$ cat src/rtl/adc_ctrl_pkg.sv
package adc_ctrl_pkg;
  typedef enum logic [2:0] {
    ST_IDLE,
    ST_PULSE,
    ST_WAIT,
    ST_HIGH,
    ST_LOW,
    ST_DONE
  } ctrl_state_e;

  function automatic int ns_to_cyc(input int ns, input int clk_ns);
    return (ns + clk_ns - 1) / clk_ns;
  endfunction
endpackage

$ cat src/rtl/adc_ctrl_timer.sv
module adc_ctrl_timer #(
  parameter int W = 12
) (
  input  logic         clk,
  input  logic         rst_n,
  input  logic         load_i,
  input  logic [W-1:0] load_val_i,
  output logic         zero_o
);
  logic [W-1:0] cnt_q, cnt_d;
  logic         cnt_en;

  always_comb begin
    cnt_en = load_i || (cnt_q != '0);
    cnt_d  = load_i ? load_val_i : cnt_q - W'(1);
  end

  always_ff @(posedge clk or negedge rst_n) begin
    if (!rst_n)      cnt_q <= '0;
    else if (cnt_en) cnt_q <= cnt_d;
  end

  assign zero_o = (cnt_q == '0);
endmodule

$ cat src/rtl/adc_ctrl_shifter.sv
module adc_ctrl_shifter #(
  parameter int NBITS = 12
) (
  input  logic             clk,
  input  logic             rst_n,
  input  logic             shift_en_i,
  input  logic             bit_i,
  output logic [NBITS-1:0] word_o
);
  logic [NBITS-1:0] word_q, word_d;

  always_comb word_d = {word_q[NBITS-2:0], bit_i};

  always_ff @(posedge clk or negedge rst_n) begin
    if (!rst_n)          word_q <= '0;
    else if (shift_en_i) word_q <= word_d;
  end

  assign word_o = word_q;
endmodule

$ cat src/rtl/adc_sample_ctrl.sv
module adc_sample_ctrl
  import adc_ctrl_pkg::*;
#(
  parameter int CLK_NS          = 10,
  parameter int NBITS           = 12,
  parameter int PULSE_NS        = 40,
  parameter int LP_PULSE_MAX_NS = 6000,
  parameter int CONV_NS         = 8000,
  parameter int LP_WAKE_NS      = 14000,
  parameter int SCLK_HIGH_NS    = 40,
  parameter int SCLK_LOW_NS     = 100,
  parameter int SCLK_PHASE_MIN  = 40,
  parameter int SCLK_PERIOD_MIN = 100,
  parameter int ACCESS_NS       = 100
) (
  input  logic             clk,
  input  logic             rst_n,
  input  logic             start_i,
  input  logic             mode_i,
  output logic             busy_o,
  output logic [NBITS-1:0] data_o,
  output logic             valid_o,
  output logic             convst_n_o,
  output logic             sclk_o,
  input  logic             sdata_i
);
  localparam int PULSE_CYC = ns_to_cyc(PULSE_NS, CLK_NS);
  localparam int HIGH_CYC  = ns_to_cyc(SCLK_HIGH_NS, CLK_NS);
  localparam int LOW_CYC   = ns_to_cyc(SCLK_LOW_NS, CLK_NS);
  localparam int NORM_WAIT = ns_to_cyc(CONV_NS, CLK_NS) - PULSE_CYC;
  localparam int LP_WAIT   = ns_to_cyc(LP_WAKE_NS, CLK_NS);
  localparam int MAXC      = (LP_WAIT > NORM_WAIT) ? LP_WAIT : NORM_WAIT;
  localparam int TW        = $clog2(MAXC + 1);
  localparam int BW        = $clog2(NBITS);

  // elaboration-time limits on the derived timing
  if (HIGH_CYC * CLK_NS < SCLK_PHASE_MIN) begin : g_bad_high
    $error("SCLK high phase too short");
  end
  if (LOW_CYC * CLK_NS < SCLK_PHASE_MIN || LOW_CYC * CLK_NS < ACCESS_NS) begin : g_bad_low
    $error("SCLK low phase shorter than phase minimum or access time");
  end
  if ((HIGH_CYC + LOW_CYC) * CLK_NS < SCLK_PERIOD_MIN) begin : g_bad_period
    $error("SCLK period exceeds maximum frequency");
  end
  if (PULSE_CYC * CLK_NS > LP_PULSE_MAX_NS || NORM_WAIT < 1 || NBITS < 2) begin : g_bad_pulse
    $error("convert-start pulse or wait count out of range");
  end

  // reset: asynchronous assert, synchronous release
  logic rst_s1_q, rst_s2_q;
  always_ff @(posedge clk or negedge rst_n) begin
    if (!rst_n) begin
      rst_s1_q <= 1'b0;
      rst_s2_q <= 1'b0;
    end else begin
      rst_s1_q <= 1'b1;
      rst_s2_q <= rst_s1_q;
    end
  end
  logic rst_int_n;
  assign rst_int_n = rst_s2_q;

  ctrl_state_e    state_q, state_d;
  logic           mode_q, mode_en;
  logic [BW-1:0]  bit_q, bit_d;
  logic           bit_en;
  logic           tmr_load, tmr_zero, shift_en;
  logic [TW-1:0]  tmr_val;
  logic           convst_n_q, sclk_q;

  adc_ctrl_timer #(.W(TW)) u_timer (
    .clk        (clk),
    .rst_n      (rst_int_n),
    .load_i     (tmr_load),
    .load_val_i (tmr_val),
    .zero_o     (tmr_zero)
  );

  adc_ctrl_shifter #(.NBITS(NBITS)) u_shift (
    .clk        (clk),
    .rst_n      (rst_int_n),
    .shift_en_i (shift_en),
    .bit_i      (sdata_i),
    .word_o     (data_o)
  );

  always_comb begin
    state_d  = state_q;
    tmr_load = 1'b0;
    tmr_val  = '0;
    shift_en = 1'b0;
    mode_en  = 1'b0;
    bit_en   = 1'b0;
    bit_d    = bit_q;
    unique case (state_q)
      ST_IDLE: if (start_i) begin
        state_d  = ST_PULSE;
        tmr_load = 1'b1;
        tmr_val  = TW'(PULSE_CYC - 1);
        mode_en  = 1'b1;
      end
      ST_PULSE: if (tmr_zero) begin
        state_d  = ST_WAIT;
        tmr_load = 1'b1;
        tmr_val  = mode_q ? TW'(LP_WAIT - 1) : TW'(NORM_WAIT - 1);
      end
      ST_WAIT: if (tmr_zero) begin
        state_d  = ST_HIGH;
        tmr_load = 1'b1;
        tmr_val  = TW'(HIGH_CYC - 1);
        bit_en   = 1'b1;
        bit_d    = '0;
      end
      ST_HIGH: if (tmr_zero) begin
        state_d  = ST_LOW;
        tmr_load = 1'b1;
        tmr_val  = TW'(LOW_CYC - 1);
      end
      ST_LOW: if (tmr_zero) begin
        shift_en = 1'b1;
        if (bit_q == BW'(NBITS - 1)) begin
          state_d = ST_DONE;
        end else begin
          state_d  = ST_HIGH;
          tmr_load = 1'b1;
          tmr_val  = TW'(HIGH_CYC - 1);
          bit_en   = 1'b1;
          bit_d    = bit_q + BW'(1);
        end
      end
      ST_DONE: state_d = ST_IDLE;
      default: state_d = ST_IDLE;
    endcase
  end

  always_ff @(posedge clk or negedge rst_int_n) begin
    if (!rst_int_n) begin
      state_q    <= ST_IDLE;
      mode_q     <= 1'b0;
      bit_q      <= '0;
      convst_n_q <= 1'b1;
      sclk_q     <= 1'b0;
    end else begin
      state_q    <= state_d;
      convst_n_q <= (state_d != ST_PULSE);
      sclk_q     <= (state_d == ST_HIGH);
      if (mode_en) mode_q <= mode_i;
      if (bit_en)  bit_q  <= bit_d;
    end
  end

  assign busy_o     = (state_q != ST_IDLE);
  assign valid_o    = (state_q == ST_DONE);
  assign convst_n_o = convst_n_q;
  assign sclk_o     = sclk_q;
endmodule

$ cat config.mk
export PLATFORM = sky130hd
export DESIGN_NAME = adc_sample_ctrl
export DESIGN_NICKNAME = d
export VERILOG_FILES = /design/src/rtl/adc_ctrl_pkg.sv /design/src/rtl/adc_ctrl_timer.sv /design/src/rtl/adc_ctrl_shifter.sv /design/src/rtl/adc_sample_ctrl.sv
export SDC_FILE = /design/constraint.sdc
export NUM_CORES = 1
export LEC_CHECK = 0
export ABC_AREA = 0
export CAP_MARGIN = 20
export CORE_MARGIN = 1.5
export CORE_UTILIZATION = 30
export CTS_CLUSTER_DIAMETER = 150
export DETAILED_ROUTE_END_ITERATION = 12
export GPL_ROUTABILITY_DRIVEN = 1
export GPL_TIMING_DRIVEN = 0
export PLACE_DENSITY = 0.5
export SYNTH_ARGS = -nofsm -noshare
export SYNTH_HDL_FRONTEND = slang
export SYNTH_SLANG_ARGS = --single-unit
$ cat constraint.sdc
create_clock -name clk -period 1.9 [get_ports clk]
set_clock_uncertainty 0.1 [all_clocks]
set_input_delay 0.285 -clock clk [delete_from_list [all_inputs] [get_ports clk]]
set_output_delay 0.285 -clock clk [all_outputs]
set_load 0.02 [all_outputs]
==> impl_metrics.py <==
metrics = {
    "run_status": {
        "outcome": "complete, but fails checks",
        "violations": "setup timing",
    },
    "clock_network": {
        "root_buffer": "clkbuf_8",
        "tritoncts": "done",
        "clkSlewWorstSetupHoldPaths_ps": 80,
        "clock_sinks": 35,
        "cts_buffer_depth": 2,
        "cts_buffers": 5,
        "cts_htree_levels": 2,
        "worstSkewPairLatency_ps": 290,
        "cts_hold_buffers": 0,
    },
    "detailed_routing": {
        "first_iter_violations": 50,
        "wl_um": 3913,
        "final_antenna_net_count": 0,
        "wire_per_inst_um": 15.29,
        "dr.pass1.iters": 4,
        "vias_per_cell": 5.023,
        "drc": 0,
        "vias": 1286,
    },
    "floorplanning": {
        "fp.dieH_um": 77.23,
        "fp-row-count": 26,
        "die-area_sq_um": 5964,
        "die_w_um": 77.23,
        "io_pins": 21,
        "core_area_sq_um": 5205,
        "start_util_pct": 31.75,
    },
    "timing": {
        "fin_crit_ps": 1933,
        "final_max_slew_viol_count": 0,
        "hold_viol": 0,
        "rsz0062_at_grt": "true",
        "fmax_mhz": 517.3,
        "setup-violations-final": 3,
        "worst_pin_slew_ps": 918.0,
        "period_share_pct": 101.8,
        "slew_headroom_pct": 38.80,
        "timing.final.ws_setup_ps": -33.29,
    },
    "synthesis": {
        "syn_nets": 152,
        "ys_types": 42,
        "synth_seq_area_share_pct": 53.07,
        "yosys_warnings": 0,
        "synthCells": 145,
        "syn_area_sq_um": 1653,
        "avgSynthCellArea_sq_um": 11.40,
        "synth-seq-cells": 35,
    },
    "setup_path": {
        "cp.required_ps": 1970,
        "crit_arrival_ps": 2000,
        "worstSetupStartpointType": "flop",
        "path_max_fanout": 4,
        "rr_worst_depth": 6,
        "reg2reg_to": "u_timer.cnt_q[7]$_DFFE_PN0P_",
        "reg2reg_slack_ps": -30,
        "criticalPathCategory": "reg -> reg",
        "r2r-start": "u_timer.cnt_q[0]$_DFFE_PN0P_",
        "cp-end-kind": "flop",
    },
    "layout": {
        "syn2layout_area_growth_pct": 46.18,
        "drive_gt1_share_pct": 38.17,
        "instances_no_fill": 256,
        "post-route-util_pct": 46.42,
        "fill_cells": 502,
        "final_area_sq_um": 2416,
        "finalNetCount": 192,
        "antennaDiodeCount": 0,
    },
    "power_and_ir_drop": {
        "leakage_nw": 1.017,
        "ir_drop_mv": 0.6091,
        "power_density_nw_per_um2": 664.4,
    },
    "placement": {
        "port_buffers": 20,
        "dpl_cell_area_sq_um": 1987,
        "post-place-cells": 236,
        "place_congestion": 0.7857,
        "post-dp-hpwl_um": 2496,
    },
    "global_route": {
        "grt-ovfl-total": 0,
        "antenna_found_initial": 0,
        "first_global_vias": 1353,
        "grt_pass1_wl_um": 6658,
        "track_usage_pct": 14.39,
        "grt_max_degree": 21,
    },
    "min_path": {
        "hold_class": "in -> async",
    },
    "flow_run": {
        "drv_cap": 0,
    },
}
-- registers in the layout, summed over array words and instances (netlist names) --
name            cells
state_q             3
mode_q              1
bit_q               4
u_shift.word_o     12
convst_n_o          1
sclk_o              1
rst_int_n           1
rst_s1_q            1
u_timer.cnt_q      11
-- worst max-delay path by stage --
stage / cells past startpoint / from / to
after global routing: 8 / u_timer.cnt_q[0]$_DFFE_PN0P_ / u_timer.cnt_q[10]$_DFFE_PN0P_
after global placement: 6 / u_timer.cnt_q[1]$_DFFE_PN0P_ / u_shift.word_o[3]$_DFFE_PN0P_
after floorplan: 6 / u_timer.cnt_q[1]$_DFFE_PN0P_ / u_shift.word_o[0]$_DFFE_PN0P_
final: 6 / u_timer.cnt_q[0]$_DFFE_PN0P_ / u_timer.cnt_q[7]$_DFFE_PN0P_
after CTS: 4 / u_timer.cnt_q[1]$_DFFE_PN0P_ / u_timer.cnt_q[7]$_DFFE_PN0P_
after detailed placement: 6 / u_timer.cnt_q[1]$_DFFE_PN0P_ / u_shift.word_o[10]$_DFFE_PN0P_
-- layout by cell type, fill, tap and decap left out, types with 2 or more instances in the layout --
master and n:
a21oi_2 3, dlygate4sd2_1 2, o31ai_2 2, o21ai_0 7
mux2_2 12, inv_1 4, nor3_2 2, o21ai_1 4
nand3_1 2, or3_4 2, nor3_1 2, xnor2_1 7
nand3b_1 2, clkdlybuf4s50_1 18, nand4_1 3, clkbuf_8 6
nor2_1 6, or4_4 3, dfrtp_1 33, o22ai_1 2
nand2_1 7, buf_4 9, buf_6 5, nand3_4 2
bufinv_16 2, nor4b_2 2, xor2_1 2
-- report_power, final --
group | internal, W | leakage, nW | total [W] | switching, W
sequential | 0.000750 | 0.429 | 0.000762 | 0.0000126
clock | 0.000523 | 0.0644 | 0.000814 | 0.000290
combinational | 0.0000173 | 0.523 | 0.0000294 | 0.0000121
-- worst max-delay path: stages, from the launching register on --
cell and delay [ps]:
dfrtp_1 390, buf_4 140, buf_6 120, or4_4 440
or4_4 450, nand3_2 100, o31ai_2 80
-- Yosys cell counts (all sizes together) --
master	number	area [sq um]
dfrtp	34	850.8
mux2	12	135.1
o21ai	12	60.06
nand2	8	30.03
nor2	7	26.28
xnor2	7	61.31
clkbuf	5	18.77
nand3	5	30.03
nor3	5	30.03
inv	4	15.01
nand4	4	31.28
a21oi	3	15.01
nor4b	3	41.29
o31ai	3	22.52
or3	3	18.77
or4	3	22.52
and3	2	12.51
ha	2	25.02
nand3b	2	15.01
nor3b	2	20.02
o22ai	2	12.51
xor2	2	17.52
a2111oi	1	8.760
a211o	1	8.760
a21boi	1	7.510
a31o	1	8.760
a31oi	1	6.260
a32oi	1	8.760
and3b	1	8.760
buf	1	11.26
conb	1	3.750
dfstp	1	26.28
mux2i	1	10.01
nand2b	1	6.260
o2111a	1	11.26
o211ai	1	7.510
or2b	1	7.510
-- layer usage --
layer,vias up,GRT usage (%),share of wire [%]
li1,606,-,-
met1,644,17.88,44
met2,30,23.07,50
met3,6,5.119,5.0
met4,0,4.909,1.3
met5,-,0,0
-- cell type report --
cell class                      count  area [sq um]  area share, %
Multi-Input combinational cell    100         898.4          37.18
Timing Repair Buffer               34         340.3          14.09
Clock inverter                      3         67.56          2.796
Tap cell                           70         87.58          3.625
Inverter                            4         15.01         0.6214
Sequential cell                    35         878.3          36.35
Clock buffer                        5         68.82          2.848
Buffer                              5         60.06          2.486
-- through the flow --
stage               hold WS, ps  worst slack (ps)  power [W]  TNS, ps
floorplan                -110.6             2.668  0.0007813        0
global placement          236.7            -305.0  0.0007975    -5302
detailed placement        237.9            -311.4  0.0008067    -5403
CTS                       35.23            -25.54   0.001620   -50.61
global route              38.35            -142.7   0.001660    -2539
finish                    40.75            -33.29   0.001605   -47.69
-- logic make-up after synthesis --
kind of cell,count (synthesis),share of synthesized area [%]
simple gates,47,18.17
flops,35,53.07
compound gates,28,10.75
mux,13,8.781
buf+inv,10,2.725
xor+xnor,9,4.769
fa+ha+maj,2,1.514
other cells,1,0.2269
-- what timing repair did --
action | in CTS | in global routing
pin swaps | 2 | 9
resized for setup | 20 | 29
endpoints found under the setup margin | 33 | 31
cloned | 1 | 0
setup buffers | 10 | 2
Note: power is estimated with default switching activity, not from simulation.
